==> config.mk <==
export PLATFORM = sky130hd
export DESIGN_NAME = subq_validator
export DESIGN_NICKNAME = d
export VERILOG_FILES = /design/src/rtl/subq_pkg.sv /design/src/rtl/subq_crc_unit.sv /design/src/rtl/subq_accum.sv /design/src/rtl/subq_readout.sv /design/src/rtl/subq_validator.sv
export SDC_FILE = /design/constraint.sdc
export NUM_CORES = 1
export LEC_CHECK = 0
export BUFFER_PORTS_ARGS = -buffer_cell sky130_fd_sc_hd__clkbuf_2
export CAP_MARGIN = 15
export CORE_MARGIN = 2
export CORE_UTILIZATION = 45
export DETAILED_ROUTE_END_ITERATION = 6
export MAX_ROUTING_LAYER = met4
export PLACE_DENSITY = 0.71
export SYNTH_ARGS = -nofsm -noshare
export SYNTH_HDL_FRONTEND = slang
export SYNTH_HIERARCHICAL = 1
export SYNTH_SLANG_ARGS = --single-unit
==> constraint.sdc <==
create_clock -name clk -period 3.8 [get_ports clk]
set_clock_uncertainty 0.1 [all_clocks]
set_input_delay 0.76 -clock clk [delete_from_list [all_inputs] [get_ports clk]]
set_output_delay 0.76 -clock clk [all_outputs]
set_load 0.05 [all_outputs]
==> src/rtl/subq_pkg.sv <==
package subq_pkg;
  localparam int unsigned Q_WORD_W = 96;
  localparam int unsigned Q_CRC_W  = 16;
  localparam logic [15:0] Q_POLY   = 16'h1021;
endpackage

==> src/rtl/subq_crc_unit.sv <==
module subq_crc_unit #(
  parameter int unsigned CRC_W = subq_pkg::Q_CRC_W,
  parameter logic [CRC_W-1:0] POLY = subq_pkg::Q_POLY
) (
  input  logic             clk,
  input  logic             rst,
  input  logic             clr,
  input  logic             en,
  input  logic             din,
  output logic [CRC_W-1:0] crc
);
  logic [CRC_W-1:0] crc_q, nxt;
  logic fb;

  assign fb = crc_q[CRC_W-1] ^ din;

  for (genvar i = 0; i < CRC_W; i++) begin : g_tap
    if (i == 0) begin : g_lsb
      assign nxt[i] = POLY[i] & fb;
    end else begin : g_mid
      assign nxt[i] = crc_q[i-1] ^ (POLY[i] & fb);
    end
  end

  always_ff @(posedge clk) begin
    if (rst || clr) crc_q <= '0;
    else if (en)    crc_q <= nxt;
  end

  assign crc = crc_q;
endmodule

==> src/rtl/subq_accum.sv <==
module subq_accum #(
  parameter int unsigned WORD_W = subq_pkg::Q_WORD_W,
  parameter int unsigned CRC_W  = subq_pkg::Q_CRC_W,
  parameter logic [CRC_W-1:0] POLY = subq_pkg::Q_POLY
) (
  input  logic              clk,
  input  logic              rst,
  input  logic              blk,
  input  logic              stb,
  input  logic              din,
  output logic              word_ok,
  output logic [WORD_W-1:0] word
);
  localparam int unsigned CNT_W = $clog2(WORD_W + 1);
  localparam logic [CNT_W-1:0] CNT_FULL = CNT_W'(WORD_W);
  localparam logic [CNT_W-1:0] CNT_LAST = CNT_W'(WORD_W - 1);
  localparam logic [CNT_W-1:0] CNT_BODY = CNT_W'(WORD_W - CRC_W);

  logic [WORD_W-1:0] sr_q;
  logic [CNT_W-1:0]  cnt_q;
  logic [CRC_W-1:0]  rem;
  logic              take, last;

  assign take = stb && !blk && (cnt_q < CNT_FULL);
  assign last = take && (cnt_q == CNT_LAST);

  subq_crc_unit #(.CRC_W(CRC_W), .POLY(POLY)) i_crc (
    .clk(clk), .rst(rst), .clr(blk),
    .en(take && (cnt_q < CNT_BODY)), .din(din), .crc(rem)
  );

  always_ff @(posedge clk) begin
    if (rst) begin
      sr_q  <= '0;
      cnt_q <= '0;
    end else if (blk) begin
      cnt_q <= '0;
    end else if (take) begin
      sr_q  <= {sr_q[WORD_W-2:0], din};
      cnt_q <= cnt_q + 1'b1;
    end
  end

  assign word    = {sr_q[WORD_W-2:0], din};
  assign word_ok = last && ({sr_q[CRC_W-2:0], din} == ~rem);


  cnt_bound_chk: assert property (@(posedge clk) disable iff (rst)
    cnt_q <= CNT_FULL);

  restart_chk: assert property (@(posedge clk) disable iff (rst)
    blk |=> (cnt_q == '0));

  ok_full_chk: assert property (@(posedge clk) disable iff (rst)
    word_ok |=> (cnt_q == CNT_FULL));
endmodule

==> src/rtl/subq_readout.sv <==
module subq_readout #(
  parameter int unsigned WORD_W = subq_pkg::Q_WORD_W
) (
  input  logic              clk,
  input  logic              rst,
  input  logic              blk,
  input  logic              rd_stb,
  input  logic              word_ok,
  input  logic [WORD_W-1:0] word,
  input  logic              sel,
  output logic              sda_o,
  output logic              stat_o
);
  localparam int unsigned IDX_W = $clog2(WORD_W);
  localparam logic [IDX_W-1:0] IDX_LAST = IDX_W'(WORD_W - 1);

  logic [WORD_W-1:0] hold_q, rd_sr_q;
  logic [IDX_W-1:0]  idx_q;
  logic              reading_q, ready_n_q, sel_q, sda_q, stat_q;
  logic              start, load;

  assign start = rd_stb && !reading_q && !ready_n_q;
  assign load  = word_ok && !reading_q && !start;

  always_ff @(posedge clk) begin
    if (rst) begin
      hold_q    <= '0;
      rd_sr_q   <= '0;
      idx_q     <= '0;
      reading_q <= 1'b0;
      ready_n_q <= 1'b1;
      sel_q     <= 1'b0;
      sda_q     <= 1'b1;
      stat_q    <= 1'b1;
    end else begin
      sel_q  <= sel;
      sda_q  <= reading_q ? rd_sr_q[WORD_W-1] : (sel_q ? 1'b1 : ready_n_q);
      stat_q <= sel_q ? ready_n_q : 1'b1;
      if (reading_q && rd_stb) begin
        if (idx_q == IDX_LAST) begin
          reading_q <= 1'b0;
        end else begin
          idx_q   <= idx_q + 1'b1;
          rd_sr_q <= {rd_sr_q[WORD_W-2:0], 1'b0};
        end
      end else if (start) begin
        reading_q <= 1'b1;
        idx_q     <= '0;
        rd_sr_q   <= hold_q;
      end
      if (load) begin
        hold_q    <= word;
        ready_n_q <= 1'b0;
      end else if (start || blk) begin
        ready_n_q <= 1'b1;
      end
    end
  end

  assign sda_o  = sda_q;
  assign stat_o = stat_q;


  hold_stable_chk: assert property (@(posedge clk) disable iff (rst)
    (reading_q && $past(reading_q)) |-> $stable(hold_q));

  ready_src_chk: assert property (@(posedge clk) disable iff (rst)
    $fell(ready_n_q) |-> $past(word_ok));

  excl_chk: assert property (@(posedge clk) disable iff (rst)
    !ready_n_q |-> !reading_q);

  blk_clear_chk: assert property (@(posedge clk) disable iff (rst)
    blk |=> ready_n_q);
endmodule

==> src/rtl/subq_validator.sv <==
module subq_validator #(
  parameter int unsigned WORD_W = subq_pkg::Q_WORD_W,
  parameter int unsigned CRC_W  = subq_pkg::Q_CRC_W,
  parameter logic [CRC_W-1:0] POLY = subq_pkg::Q_POLY
) (
  input  logic clk,
  input  logic rst,
  input  logic q_bit,
  input  logic q_stb,
  input  logic blk_start,
  input  logic rd_stb,
  input  logic ready_on_status,
  output logic sda_out,
  output logic status_out
);
  logic              ok;
  logic [WORD_W-1:0] word;

  subq_accum #(.WORD_W(WORD_W), .CRC_W(CRC_W), .POLY(POLY)) i_accum (
    .clk(clk), .rst(rst), .blk(blk_start), .stb(q_stb), .din(q_bit),
    .word_ok(ok), .word(word)
  );

  subq_readout #(.WORD_W(WORD_W)) i_readout (
    .clk(clk), .rst(rst), .blk(blk_start), .rd_stb(rd_stb),
    .word_ok(ok), .word(word), .sel(ready_on_status),
    .sda_o(sda_out), .stat_o(status_out)
  );
endmodule

======== Word-level counts from Yosys, hierarchy flattened ========
Cells that the tools add are included.
word-level totals
  output and inout bits ................... 2
  input port bits ......................... 7
  logic and storage cells ................. 62
  flip-flop bits (word level) ............. 322
operators by class
  bitwise gates (word level) .............. 6
  reduce and logical (&&, ||, !) cells .... 23
  equal/unequal tests ..................... 5
  add/sub/neg operators ................... 2
  muxes and demuxes ....................... 13
  magnitude comparators ................... 2
operators by type and width
  kind                   number
  $mux W96               3
  $mux W7                3
  $eq A16 B16 Y1         1
  $not A16 Y16           1
  $add A7 B1 Y7 const B  2
  $eq A7 B7 Y1 const B   2
  $lt A7 B7 Y1 const B   2
  $logic_and A1 B1 Y1    10
  $mux W1                7
  $reduce_and A2 Y1      3
  $logic_not A1 Y1       4
  $ne A2 B2 Y1 const B   2
  $reduce_bool A2 Y1     2
  $reduce_or A2 Y1       2
  $xor A1 B1 Y1          3
  $logic_or A1 B1 Y1     2
  $not A1 Y1             2

======== Longest topological paths before layout ========
  depth after elaboration ................. 8
  mapped depth ............................ 11
  mapped depth without buffers ............ 7

======== Hierarchy ========
Netlist, hierarchy kept.
modules (own cells, without submodules)
  module         cells each  instances  area an instance (sq um)  seq. area each (sq um)
  subq_readout   1,158       1          9,584.2                   4,083.9
  subq_accum     476         1          3,801.1                   2,042.0
  subq_crc_unit  73          1          730.7                     320.3

======== Worst setup path before layout ========
Ideal clock, no wire load.
  path type ............................... input -> register
  from .................................... input blk_start
  to ...................................... register i_readout.hold_q[20]
  setup slack ............................. 1,379 ps
  arrival ................................. 2,250 ps
  buffers on the path ..................... 3
  library setup time ...................... 70 ps
  stages .................................. 9
  data required time ...................... 3,630 ps
  cells stage by stage .................... and2b_1 nand3_1 nor4_1 nor2b_1 buf_2 buf_2 buf_2 nand3_1 a21oi_1
on the way
  longest elaborated chain between the ends .. 7
RTL lines
  what                               line                  text
  start: declaration                 subq_validator.sv:10  input logic blk_start,
  $logic_not A1 Y1                   subq_accum.sv:24      assign take = stb && !blk && (cnt_q < CNT_FULL);
  $logic_and A1 B1 Y1 (2 in series)  subq_accum.sv:24
  $logic_and A1 B1 Y1                subq_accum.sv:25      assign last = take && (cnt_q == CNT_LAST);
  $logic_and A1 B1 Y1                subq_accum.sv:45      assign word_ok = last && ({sr_q[CRC_W-2:0], din} == ~rem);
  named net ok                       subq_validator.sv:16  logic ok;
  $logic_and A1 B1 Y1 (2 in series)  subq_readout.sv:23    assign load = word_ok && !reading_q && !start;
  end signal: assignment             subq_readout.sv:52    hold_q <= word;
  end: declaration                   subq_readout.sv:17    logic [WORD_W-1:0] hold_q, rd_sr_q;
The timed path passes the listed nets, and every way through them passes these cells.
A chain may end at the register's enable or synchronous reset.

======== Worst setup path in the final report ========
  from .................................... register i_accum.cnt_q[0]
  to ...................................... register i_readout.hold_q[56]
on the way
  longest elaborated chain between the ends .. 6
  elaborated cells between the ends (all ways) .. 7
  those cells by class .................... order compare (1); eq/ne (1); reduce/logical (5)
RTL lines
  what                                 line                  text
  start: declaration                   subq_accum.sv:20      logic [CNT_W-1:0] cnt_q;
  start signal: assignment             subq_accum.sv:40      cnt_q <= cnt_q + 1'b1;
  $lt A7 B7 Y1                         subq_accum.sv:24
  $logic_and A1 B1 Y1                  subq_accum.sv:24
  $logic_and A1 B1 Y1 *                subq_accum.sv:25
  $logic_and A1 B1 Y1 *                subq_accum.sv:45
  named net ok                         subq_validator.sv:16
  $logic_and A1 B1 Y1 * (2 in series)  subq_readout.sv:23
The timed path passes the listed nets; every way through them passes the cells marked *.

==> metrics.yaml <==
drt-wirelength-per-cell_um: 14.19
total_leakage_power_nw: 5.824
cts_hold_buffers: 0
die_x_um: 181.1
dpl.hpwl_um: 15300
rsz0062_at_grt: "false"
io_pins: 9
drive_gt1_share_pct: 6.555
syn-cell-area_um2: 14120
cts_root_buf: "clkbuf_16"
die_area_um2: 32800
fillers: 2942
switching_share_pct: 21.15
place_congestion: 0.7361
io_buffers: 8
finalHoldViolCount: 0
synth_nets: 1716
fin_crit_ns: 2.648
routed_via_density: 5.567
vias: 11210
start_util_pct: 45.91
grt_pass1_wl_um: 49940
drc: 0
cp.required_ns: 4.13
synthFlopType: "dfxtp_1"
p_per_area_nw_per_um2: 459.0
max_cap_violations: 0
max_freq_mhz: 377.6
clkPwrFrac_pct: 49.3
clkSlewWorstSetupHoldPaths_ns: 0.06
n_antenna_cell: 0
initialDrtViolationCount: 813
core-area_um2: 30750
insertion_delay_ns: 0.51
finalCritPeriodShare_pct: 69.69
nets: 1600
sequentialPowerShare_pct: 48.3
slew_headroom_pct: 23.92
place_inst: 1951
worst_setup_path_end_kind: "flop"
numCtsBuffers: 34
synth_area_per_cell_um2: 8.270
dpl_cell_area_um2: 14050
grt_pass1_vias: 10660
yosysSeqAreaShare_pct: 45.67
grt_use_total_pct: 18.02
max_stage_delay_ns: 0.53
overflow: 0
path_common_cell: "nand3_1"
cts_resized: 0
ys_ff_latch: 322
tightest_slew_ns: 1.141
design_area_um2: 15240
rows: 64
cts_max_path_buffers: 3
syn_to_final_growth_pct: 7.959
htreeDepth: 2
die_h_um: 181.1
wl_um: 28570
p_int_w: 0.005516
post_cts_buffers: 0
hold_path.class: "flop to flop"
crit_type: "flop to flop"
p_switching_w: 0.001480
arrival_ns: 2.97
async_flop_share_pct: 0
syn_inst: 1707
cts_tree: "done"
synth.area.top_cells: "dfxtp_1, nand2_1, mux2i_1"
p_comb_share_pct: 2.4
grt_max_degree: 111
final_util_pct: 49.56
irDropWorstVdd_v: 0.0003016
startpoint_type: "flop"
clock_sinks: 322
synth.top_cell.area_share_pct: 45.67
synth-edff-count: 0
synth_top_cell_by_area: "dfxtp_1"
final_antenna_net_count: 0
setup_viol: 0
cp_max_fo: 40
critPathSlowestCell: "nor2b_4"
status: "complete, no violations"
synth_cell_type_count: 53
fin_setup_tns_ns: 0
path_cells: "ha_1, and3_1, nand3_1, nor4_1, nor2b_4, buf_12, nand3_1, a21oi_1"
firstDrtPassIters: 5
instances_no_fill: 2013
drv_slew: 0
grt_antenna_before_repair: 0
yosys_warnings: 6
==> metrics by stage <==
stage                     power, W  setup WS (ns)  hold slack (ns)
after floorplan           0.003591          1.379           0.2576
after global placement    0.003621         0.8052           0.2995
after detailed placement  0.003624         0.7201           0.3175
after CTS                 0.007078          1.161           0.3298
after global routing      0.007234         0.9390           0.3440
final                     0.006996          1.152           0.3135
==> final cells by class <==
type	instances	area (µm²)	area share, %
multi-input combinational	1197	6780	44.49
clock inverter	15	153.9	1.010
tap	396	495.5	3.251
timing repair buffer	30	301.5	1.979
clock buffer	47	1033	6.782
sequential	322	6450	42.32
inverter	6	25.02	0.1642
==> cell families after synthesis <==
logic type / synth area share, %
XOR/XNOR: 1.365
buffers and inverters: 6.595
flip-flops: 45.67
AND/OR/NAND/NOR: 18.40
adder cells (fa/ha/maj): 0.1772
multiplexers: 7.729
AO/OA/AOI/OAI: 20.07
==> cell usage in the layout, fill, tap and decap left out, drive strengths merged, types with 9 or more instances in the layout <==
master    n
a21boi   95
a21oi   196
and3     98
buf      24
clkbuf   53
clkinv   10
dfxtp   322
mux2i   109
nand2   295
nand3   107
nor2     26
o21ai   193
xnor2    13
xor2      9
==> worst paths after layout <==
kind / startpoint / to / slack, ns / depth (start not counted)
worst max-delay path: i_accum/cnt_q[0]$_SDFFE_PP0P_ / i_readout/hold_q[56]$_SDFFE_PP0P_ / 1.15 / 8
worst max register to register: i_accum/cnt_q[0]$_SDFFE_PP0P_ / i_readout/hold_q[56]$_SDFFE_PP0P_ / 1.15 / 8
worst min register to register: i_readout/sel_q$_SDFF_PP0_ / i_readout/stat_o$_SDFF_PP1_ / 0.31 / 1
worst min-delay path: i_readout/sel_q$_SDFF_PP0_ / i_readout/stat_o$_SDFF_PP1_ / 0.31 / 1
==> registers in the layout (all words and copies together) (netlist names) <==
register and flops:
i_accum/cnt_q 7, i_accum/i_crc/crc 16, i_accum/sr_q 95, i_readout/hold_q 96, i_readout/idx_q 7, i_readout/rd_sr_q 96, i_readout/reading_q 1, i_readout/ready_n_q 1
i_readout/sda_o 1, i_readout/sel_q 1, i_readout/stat_o 1
==> power by group through the flow <==
stage	Clock, W	Sequential, W	Combinational [W]
2_1_floorplan	0	0.00345	0.000137
3_3_place_gp	0	0.00345	0.000166
3_5_place_dp	0	0.00345	0.000169
4_1_cts	0.00353	0.00338	0.000169
5_1_grt	0.00367	0.00338	0.000187
6_report	0.00345	0.00338	0.000169
==> metal layers <==
metal / up-vias / wire length (µm) / track usage (%)
met1: 5353 / 13550 / 22.40
met3: 43 / 1024 / 2.479
met5: - / 0 / -
li1: 5648 / - / -
met2: 163 / 13500 / 30.88
met4: 0 / 497 / 4.520
==> Yosys cell counts (all sizes together) (2+ instances only) <==
cell and instances:
clkbuf 118, ha 2, nand4 6, xor2 9, a21boi 95, a211oi 4
nand4b 2, buf 64, and3 98, nand3b 3, nor3 2, and2 4
nor2 26, nor2b 3, xnor2 13, mux2i 109, nor4 3, nand3 107
nand2b 4, dfxtp 322, or2 2, inv 6, a31o 2, nand2 295
o21ai 193, a21oi 196
==> critical path, delay by kind of cell (launching register included) <==
kind	cells	cell delay, ns
DFF	1	0.37
adders and majority gates	1	0.20
AOI/OAI and AO/OA	1	0.17
buffers and inverters	1	0.27
and+or+nand+nor	5	1.42
Power figures use the tool's default switching activity.
